--- src/rtl/irq_trk_pkg.sv ---
package irq_trk_pkg;

    typedef struct packed {
        logic pend;
        logic act;
    } src_state_t;

    typedef struct packed {
        logic line;
        logic prev;
    } samp_state_t;

endpackage

--- src/rtl/irq_req_sampler.sv ---
module irq_req_sampler
    import irq_trk_pkg::*;
(
    input  logic clk,
    input  logic rst_n,
    input  logic req_i,
    output logic line_o,
    output logic rise_o
);

    samp_state_t st_d, st_q;

    always_comb begin
        st_d      = st_q;
        st_d.line = req_i;
        st_d.prev = st_q.line;
    end

    always_ff @(posedge clk or negedge rst_n) begin
        if (!rst_n) begin
            st_q <= '0;
        end else begin
            st_q <= st_d;
        end
    end

    assign line_o = st_q.line;
    assign rise_o = st_q.line & ~st_q.prev;

    AST_ONE_RISE: assert property (@(posedge clk) disable iff (!rst_n)
        rise_o |=> !rise_o) else $error("rise held");

endmodule

--- src/rtl/irq_src_cell.sv ---
module irq_src_cell
    import irq_trk_pkg::*;
(
    input  logic clk,
    input  logic rst_n,
    input  logic line_i,
    input  logic rise_i,
    input  logic pulse_mode_i,
    input  logic sw_set_i,
    input  logic sw_clr_i,
    input  logic trig_hit_i,
    input  logic enter_hit_i,
    input  logic ret_hit_i,
    output logic pend_o,
    output logic act_o
);

    src_state_t st_d, st_q;
    logic hw_req;
    logic set_any;
    logic enter_ok;
    logic ret_ok;

    always_comb begin
        st_d     = st_q;
        hw_req   = pulse_mode_i ? rise_i : ((line_i & ~st_q.act) | rise_i);
        set_any  = sw_set_i | trig_hit_i | hw_req;
        enter_ok = enter_hit_i & st_q.pend & ~st_q.act;
        ret_ok   = ret_hit_i & st_q.act;
        if (ret_ok) begin
            st_d.act  = 1'b0;
            st_d.pend = pulse_mode_i ? (st_q.pend | set_any) : (set_any | line_i);
        end else if (enter_ok) begin
            st_d.act  = 1'b1;
            st_d.pend = set_any;
        end else begin
            st_d.pend = set_any | (st_q.pend & ~sw_clr_i);
        end
    end

    always_ff @(posedge clk or negedge rst_n) begin
        if (!rst_n) begin
            st_q <= '0;
        end else begin
            st_q <= st_d;
        end
    end

    assign pend_o = st_q.pend;
    assign act_o  = st_q.act;

    AST_SET_BEATS_CLR: assert property (@(posedge clk) disable iff (!rst_n)
        sw_set_i |=> pend_o) else $error("set lost");
    AST_ENTER_ACTIVATES: assert property (@(posedge clk) disable iff (!rst_n)
        (enter_hit_i && pend_o && !act_o && !ret_hit_i) |=> act_o) else $error("entry lost");
    AST_RET_DEACTIVATES: assert property (@(posedge clk) disable iff (!rst_n)
        (ret_hit_i && act_o) |=> !act_o) else $error("return lost");
    AST_LEVEL_RET_SAMPLE: assert property (@(posedge clk) disable iff (!rst_n)
        (ret_hit_i && act_o && !pulse_mode_i && line_i) |=> pend_o) else $error("level resample");
    AST_PULSE_RET_KEEP: assert property (@(posedge clk) disable iff (!rst_n)
        (ret_hit_i && act_o && pulse_mode_i && pend_o) |=> pend_o) else $error("pulse latch lost");
    AST_IDLE_ENTRY: assert property (@(posedge clk) disable iff (!rst_n)
        (!act_o && !pend_o) |=> !act_o) else $error("activated without pending");

endmodule

--- src/rtl/irq_prio_pick.sv ---
module irq_prio_pick #(
    parameter int NUM_SRC = 8,
    parameter int IDX_W   = $clog2(NUM_SRC)
) (
    input  logic [NUM_SRC-1:0] cand_i,
    output logic               vld_o,
    output logic [IDX_W-1:0]   idx_o
);

    always_comb begin
        vld_o = 1'b0;
        idx_o = '0;
        for (int k = NUM_SRC - 1; k >= 0; k--) begin
            if (cand_i[k]) begin
                vld_o = 1'b1;
                idx_o = IDX_W'(k);
            end
        end
    end

endmodule

--- src/rtl/irq_state_tracker.sv ---
module irq_state_tracker #(
    parameter int NUM_SRC = 8,
    parameter int TRIG_W  = 3,
    parameter int IDX_W   = $clog2(NUM_SRC)
) (
    input  logic               clk,
    input  logic               rst_n,
    input  logic [NUM_SRC-1:0] req_i,
    input  logic [NUM_SRC-1:0] mode_pulse_i,
    input  logic [NUM_SRC-1:0] sw_set_i,
    input  logic [NUM_SRC-1:0] sw_clr_i,
    input  logic               trig_vld_i,
    input  logic [TRIG_W-1:0]  trig_idx_i,
    input  logic               enter_vld_i,
    input  logic [IDX_W-1:0]   enter_idx_i,
    input  logic               ret_vld_i,
    input  logic [IDX_W-1:0]   ret_idx_i,
    output logic [NUM_SRC-1:0] pend_o,
    output logic [NUM_SRC-1:0] act_o,
    output logic               top_vld_o,
    output logic [IDX_W-1:0]   top_idx_o
);

    logic [NUM_SRC-1:0] line_s;
    logic [NUM_SRC-1:0] rise_s;
    logic [NUM_SRC-1:0] trig_hit;
    logic [NUM_SRC-1:0] enter_hit;
    logic [NUM_SRC-1:0] ret_hit;
    logic [NUM_SRC-1:0] cand;

    for (genvar i = 0; i < NUM_SRC; i++) begin : g_src
        assign trig_hit[i]  = trig_vld_i  && (32'(trig_idx_i)  == i);
        assign enter_hit[i] = enter_vld_i && (32'(enter_idx_i) == i);
        assign ret_hit[i]   = ret_vld_i   && (32'(ret_idx_i)   == i);

        irq_req_sampler i_samp (
            .clk    (clk),
            .rst_n  (rst_n),
            .req_i  (req_i[i]),
            .line_o (line_s[i]),
            .rise_o (rise_s[i])
        );

        irq_src_cell i_cell (
            .clk          (clk),
            .rst_n        (rst_n),
            .line_i       (line_s[i]),
            .rise_i       (rise_s[i]),
            .pulse_mode_i (mode_pulse_i[i]),
            .sw_set_i     (sw_set_i[i]),
            .sw_clr_i     (sw_clr_i[i]),
            .trig_hit_i   (trig_hit[i]),
            .enter_hit_i  (enter_hit[i]),
            .ret_hit_i    (ret_hit[i]),
            .pend_o       (pend_o[i]),
            .act_o        (act_o[i])
        );
    end

    assign cand = pend_o & ~act_o;

    irq_prio_pick #(
        .NUM_SRC (NUM_SRC),
        .IDX_W   (IDX_W)
    ) i_pick (
        .cand_i (cand),
        .vld_o  (top_vld_o),
        .idx_o  (top_idx_o)
    );

    AST_PICK_IS_CAND: assert property (@(posedge clk) disable iff (!rst_n)
        top_vld_o |-> (pend_o[top_idx_o] && !act_o[top_idx_o])) else $error("bad pick");
    AST_PICK_VALID: assert property (@(posedge clk) disable iff (!rst_n)
        (|(pend_o & ~act_o)) == top_vld_o) else $error("valid mismatch");
    AST_TRIG_RANGE: assert property (@(posedge clk) disable iff (!rst_n)
        (trig_vld_i && 32'(trig_idx_i) >= NUM_SRC && sw_set_i == '0 && !ret_vld_i
         && (req_i == '0) && (line_s == '0)) |=> ($countones(pend_o) <= $countones($past(pend_o)))) else $error("trigger out of range acted");

endmodule

--- config.mk ---
export PLATFORM = sky130hd
export DESIGN_NAME = irq_state_tracker
export DESIGN_NICKNAME = d
export VERILOG_FILES = /design/src/rtl/irq_trk_pkg.sv /design/src/rtl/irq_req_sampler.sv /design/src/rtl/irq_src_cell.sv /design/src/rtl/irq_prio_pick.sv /design/src/rtl/irq_state_tracker.sv
export SDC_FILE = /design/constraint.sdc
export NUM_CORES = 1
export LEC_CHECK = 0
export BUFFER_PORTS_ARGS = -buffer_cell sky130_fd_sc_hd__buf_2
export CAP_MARGIN = 0
export CELL_PAD_IN_SITES_DETAIL_PLACEMENT = 0
export CELL_PAD_IN_SITES_GLOBAL_PLACEMENT = 1
export CORE_UTILIZATION = 38
export CTS_CLUSTER_DIAMETER = 30
export DETAILED_ROUTE_END_ITERATION = 6
export PLACE_DENSITY_LB_ADDON = 0.2
export SKIP_CTS_REPAIR_TIMING = 1
export SYNTH_ARGS = -nofsm -noshare
export SYNTH_HDL_FRONTEND = slang
export SYNTH_HIERARCHICAL = 1
export SYNTH_SLANG_ARGS = --single-unit
--- constraint.sdc ---
create_clock -name clk -period 1.15 [get_ports clk]
set_input_delay 0.115 -clock clk [delete_from_list [all_inputs] [get_ports clk]]
set_output_delay 0.115 -clock clk [all_outputs]
set_load 0.05 [all_outputs]
======== After elaboration in Yosys (flattened, before gate mapping) ========
Index checks and enable logic that the tools add are counted.
operators by class
  reduce and logical (&&, ||, !) cells .... 35
  muxes and demuxes ....................... 56
  bitwise operators ....................... 122
  equal/unequal tests ..................... 21
operators with widths
  operator                                                               count
  1-bit bitwise AND                                                      48
  1-bit OR                                                               48
  1-bit two-way mux                                                      40
  3-bit equality test, second input constant                             12
  1-bit logical AND                                                      24
  3-bit two-way mux                                                      8
  1-bit inverter                                                         24
  3-bit by 2-bit equality test with 1-bit output, second input constant  6
  2-bit two-way mux                                                      8
  2-bit nonzero test                                                     8
  3-bit by 1-bit equality test with 1-bit output, second input constant  3
  3-bit logical NOT                                                      3
  8-bit bitwise AND                                                      1
  8-bit inverter                                                         1
storage, ports and cells
  bits in registers ....................... 32
  input bits .............................. 46
  output and inout bits ................... 20
  logic and storage cells ................. 266

======== Logic depth before layout (Yosys ltp) ========
  word-level depth ........................ 10
  depth in mapped cells ................... 4
  depth with buffers taken out ............ 4

======== Modules after synthesis ========
Netlist, hierarchy kept.
by module, submodules not included
  module             times used  area an instance (µm²)  cells an instance  seq. area each (µm²)
  irq_src_cell       8           115.1                   12                 50.0
  irq_req_sampler    8           63.8                    3                  50.0
  irq_state_tracker  1           339.1                   32                 0.0
  irq_prio_pick      1           80.1                    13                 0.0

======== Worst setup path before layout ========
OpenSTA, ideal clock, no wires.
  path kind ............................... register -> output
  start point ............................. reg g_src[2].i_cell.st_q (netlist bit g_src[2].i_cell/act_o)
  end point ............................... out top_idx_o[0]
  buffers on the path ..................... 0
  cell stages (with the launch flop) ...... 3
  setup slack ............................. -1,551 ps
  arrival ................................. 2,586 ps
  data required time ...................... 1,035 ps
  cells stage by stage .................... dfrtp_1 -> nor2b_1 -> o41ai_1
on the way
  word-level cells in the longest chain between the ends .. 5
RTL lines
  what                            line                     RTL
  start, declared                 irq_src_cell.sv:18       src_state_t st_d, st_q;
  start signal, assigned          irq_src_cell.sv:45       st_q <= st_d;
  8-bit inverter                  irq_state_tracker.sv:60  assign cand = pend_o & ~act_o;
  8-bit bitwise AND               irq_state_tracker.sv:60
  via cand[2]                     irq_state_tracker.sv:29  logic [NUM_SRC-1:0] cand;
  3-bit two-way mux (3 in a row)  irq_prio_pick.sv:14      if (cand_i[k]) begin
  end, declared                   irq_state_tracker.sv:21  output logic [IDX_W-1:0] top_idx_o
The timed path passes the listed nets, and every way through them passes these cells.

======== Worst setup path after layout ========
  start point ............................. reg g_src[7].i_cell.st_q (netlist bit g_src[7].i_cell/act_o)
  end point ............................... out top_idx_o[0]
on the way
  word-level cells in the longest chain between the ends .. 10
RTL lines
  what                            line
  start, declared                 irq_src_cell.sv:18
  start signal, assigned          irq_src_cell.sv:45
  8-bit inverter                  irq_state_tracker.sv:60
  8-bit bitwise AND               irq_state_tracker.sv:60
  via cand[7]                     irq_state_tracker.sv:29
  3-bit two-way mux (8 in a row)  irq_prio_pick.sv:14
The timed path passes the listed nets, and every way through them passes these cells.

==> results.yml <==
power_and_ir_drop:
  swShare_pct: 36.52
  intPower_mw: 2.640
  p_sw_mw: 1.519
  p_leak_nw: 1.293
  irDropWorstVdd_mv: 0.8801
  power_mw: 4.159
  pwr-share-clk_pct: 21.4
  pwr-share-comb_pct: 45.4
  p_seq_share_pct: 33.2
  p_per_area_nw_per_um2: 1428
floorplan:
  core_area_um2: 4692
  boundaryPins: 66
  rows: 25
  die_y_um: 71.79
  fp.dieW_um: 71.79
  start_util_pct: 39.44
  dieArea_um2: 5153
placement:
  placed_area_um2: 2561
  place.gp.congestion: 0.7505
  place_ws_ps: -425.7
  io_buffer_count: 65
  place_hpwl_um: 3423
  dp_cells: 308
yosys:
  syn_inst: 165
  syn-num-nets: 211
  yosys_warnings: 6
  avgSynthCellArea_um2: 11.22
  syn_area_um2: 1851
  yosys-top-cells-area: "dfrtp_1 (43%), and4bb_2 (6.1%), nor2b_1 (6.1%), nor2b_4 (5.9%), and4b_2 (5.5%)"
  yosys.area.top_type: "dfrtp_1"
  synthDistinctLibCells: 21
  yosysSeqAreaShare_pct: 43.27
  ys_ff_latch: 32
  netlist.area_leader.share_pct: 43.27
sta:
  fin_ws_ps: -484.8
  period_share_pct: 142.2
  rsz0062_at_grt: "yes"
  holdWs_ps: 42.79
  fmax_ghz: 0.6117
  slew_headroom_pct: 75.02
  finClkSkew_ps: 2.062
  fin_crit_ps: 1635
  slew_violations: 0
  worstMarginPinSlew_ps: 373.9
  setup_viol: 8
  finalHoldViolations: 0
  fin_setup_tns_ps: -1934
worst_hold_path:
  whs_endpoint: "g_src[1].i_cell/pend_o"
  hold-path-cell-count: 3
  hp-class: "primary input to flip-flop"
  holdCritStartpoint: "sw_set_i[1]"
cells_and_area:
  finalNetCount: 316
  design_area_um2: 2912
  final_cells: 325
  n_fill_cell: 397
  multi_input_area_um2: 1159
  drive_above_1_share_pct: 57.93
  post-route-util_pct: 62.05
  seqCellArea_um2: 820.8
  antenna_cells: 0
  area_growth_pct: 57.34
clock_network:
  clk_latency_ps: 280
  root_buffer: "clkbuf_8"
  h-tree-depth: 2
  cts_max_path_buffers: 2
  cts_made_buffers: 5
  clkTransAtPathRegs_ps: 60
  cts_sinks: 32
  cts_tree: "done"
grt:
  grt-ovfl-total: 0
  track_usage_pct: 17.92
  antenna_found_initial: 0
  grt_pass1_vias: 1535
  grt_pass1_wl_um: 7038
  grt_max_degree: 33
setup_path:
  r2r_slack_ps: -60
  r2r-start: "g_src[3].i_cell/act_o"
  crit_start: "g_src[7].i_cell/act_o"
  crit_path_top_delay_cell: "dfrtp_2"
  cp-end-kind: "output pin"
  crit_type: "flip-flop to output pin"
  r2r_end: "g_src[3].i_cell/pend_o"
  rr_worst_depth: 4
  max_stage_delay_ps: 430
  crit_path_start_kind: "flip-flop"
  cp_data_arrival_time_ps: 1520
  crit_required_ps: 1030
  critPathMaxFanout: 3
  path_cells: "nor2b_4 > a21oi_2 > o41ai_4 > buf_6"
detailed_routing:
  wire_per_inst_um: 13.88
  drtPass1Iterations: 4
  via_per_inst: 5.188
  finalWirelength_um: 4510
  antenna_left: 0
  via_count: 1686
  first_iter_violations: 37
  drc: 0
run:
  drv_cap: 0
status:
  violations: "negative setup slack"
  status: "finished with violations"
critical path, delay by kind of cell, from the launching register on:
kind	cells	cell delay [ps]
buffers and inverters	1	200
AO/OA/AOI/OAI	2	440
AND/OR/NAND/NOR	1	160
flip-flops	1	430
cell type report:
| type | count | area share (%) |
|---|---|---|
| Multi-Input combinational cell | 132 | 39.79 |
| Sequential cell | 32 | 28.19 |
| Timing Repair Buffer | 98 | 26.47 |
| Clock buffer | 8 | 3.094 |
| Tap cell | 54 | 2.321 |
| Inverter | 1 | 0.1289 |
state kept, by name, summed over array words and instances, names as in the netlist:
register             count
g_src.i_cell/pend_o      8
g_src.i_cell/act_o       8
g_src.i_samp/line_o      8
g_src.i_samp/st_q        8
cells in the mapped netlist, drive strengths merged:
| master | n |
|---|---|
| nor3b | 8 |
| a211oi | 1 |
| o21ai | 1 |
| and4 | 3 |
| nand2 | 17 |
| mux2i | 8 |
| nor2b | 26 |
| nor4bb | 8 |
| and4b | 9 |
| and4bb | 9 |
| a21oi | 9 |
| o41ai | 1 |
| dfrtp | 32 |
| o21bai | 1 |
| nor4b | 3 |
| nor4 | 10 |
| inv | 1 |
| o221ai | 8 |
| nor2 | 10 |
power groups by stage:
stage	clock, mW	sequential, mW	combinational [mW]
floorplan	0	1.79	0.662
global placement	0	1.38	1.61
detailed placement	0	1.38	1.61
CTS	0.912	1.36	1.62
global route	0.972	1.39	2.01
finish	0.891	1.38	1.89
cells by family (layout without fill, tap and decap cells):
logic type | Yosys count | count (layout) | synth area share (%)
flip-flops | 32 | 32 | 43.27
multiplexers | 8 | 8 | 4.327
AO/OA/AOI/OAI | 21 | 21 | 7.776
buffers and inverters | 1 | 107 | 0.2026
AND/OR/NAND/NOR | 103 | 103 | 44.42
metal layers:
metal	GRT usage, %	part of all wire (%)	vias to the layer above	routed length, µm
li1	-	-	850	-
met1	23.86	48	785	2145
met2	28.72	48	45	2145
met3	4.782	3.6	6	163
met4	5.229	1.2	0	56
met5	0	0	-	0
cells in the final DEF, fill, tap and decap left out, types with 9 or more instances in the layout:
cell type	synthesis	routed
dfrtp_2	0	16
dfrtp_1	32	16
nor2_1	10	10
nand2_1	17	16
buf_4	0	18
and4bb_2	9	9
buf_2	0	45
buf_6	0	20
dlygate4sd3_1	0	9
nor2b_4	8	16
nor2b_1	18	10
and4b_2	9	9
worst max path at each step:
stage	end	slack [ps]	cells past startpoint
floorplan	top_idx_o[0]	-520	3
global placement	top_idx_o[0]	-400	4
detailed placement	top_idx_o[0]	-430	4
CTS	top_idx_o[0]	-730	4
global route	top_idx_o[0]	-550	4
finish	top_idx_o[0]	-480	4
Power figures use the tool's default switching activity.
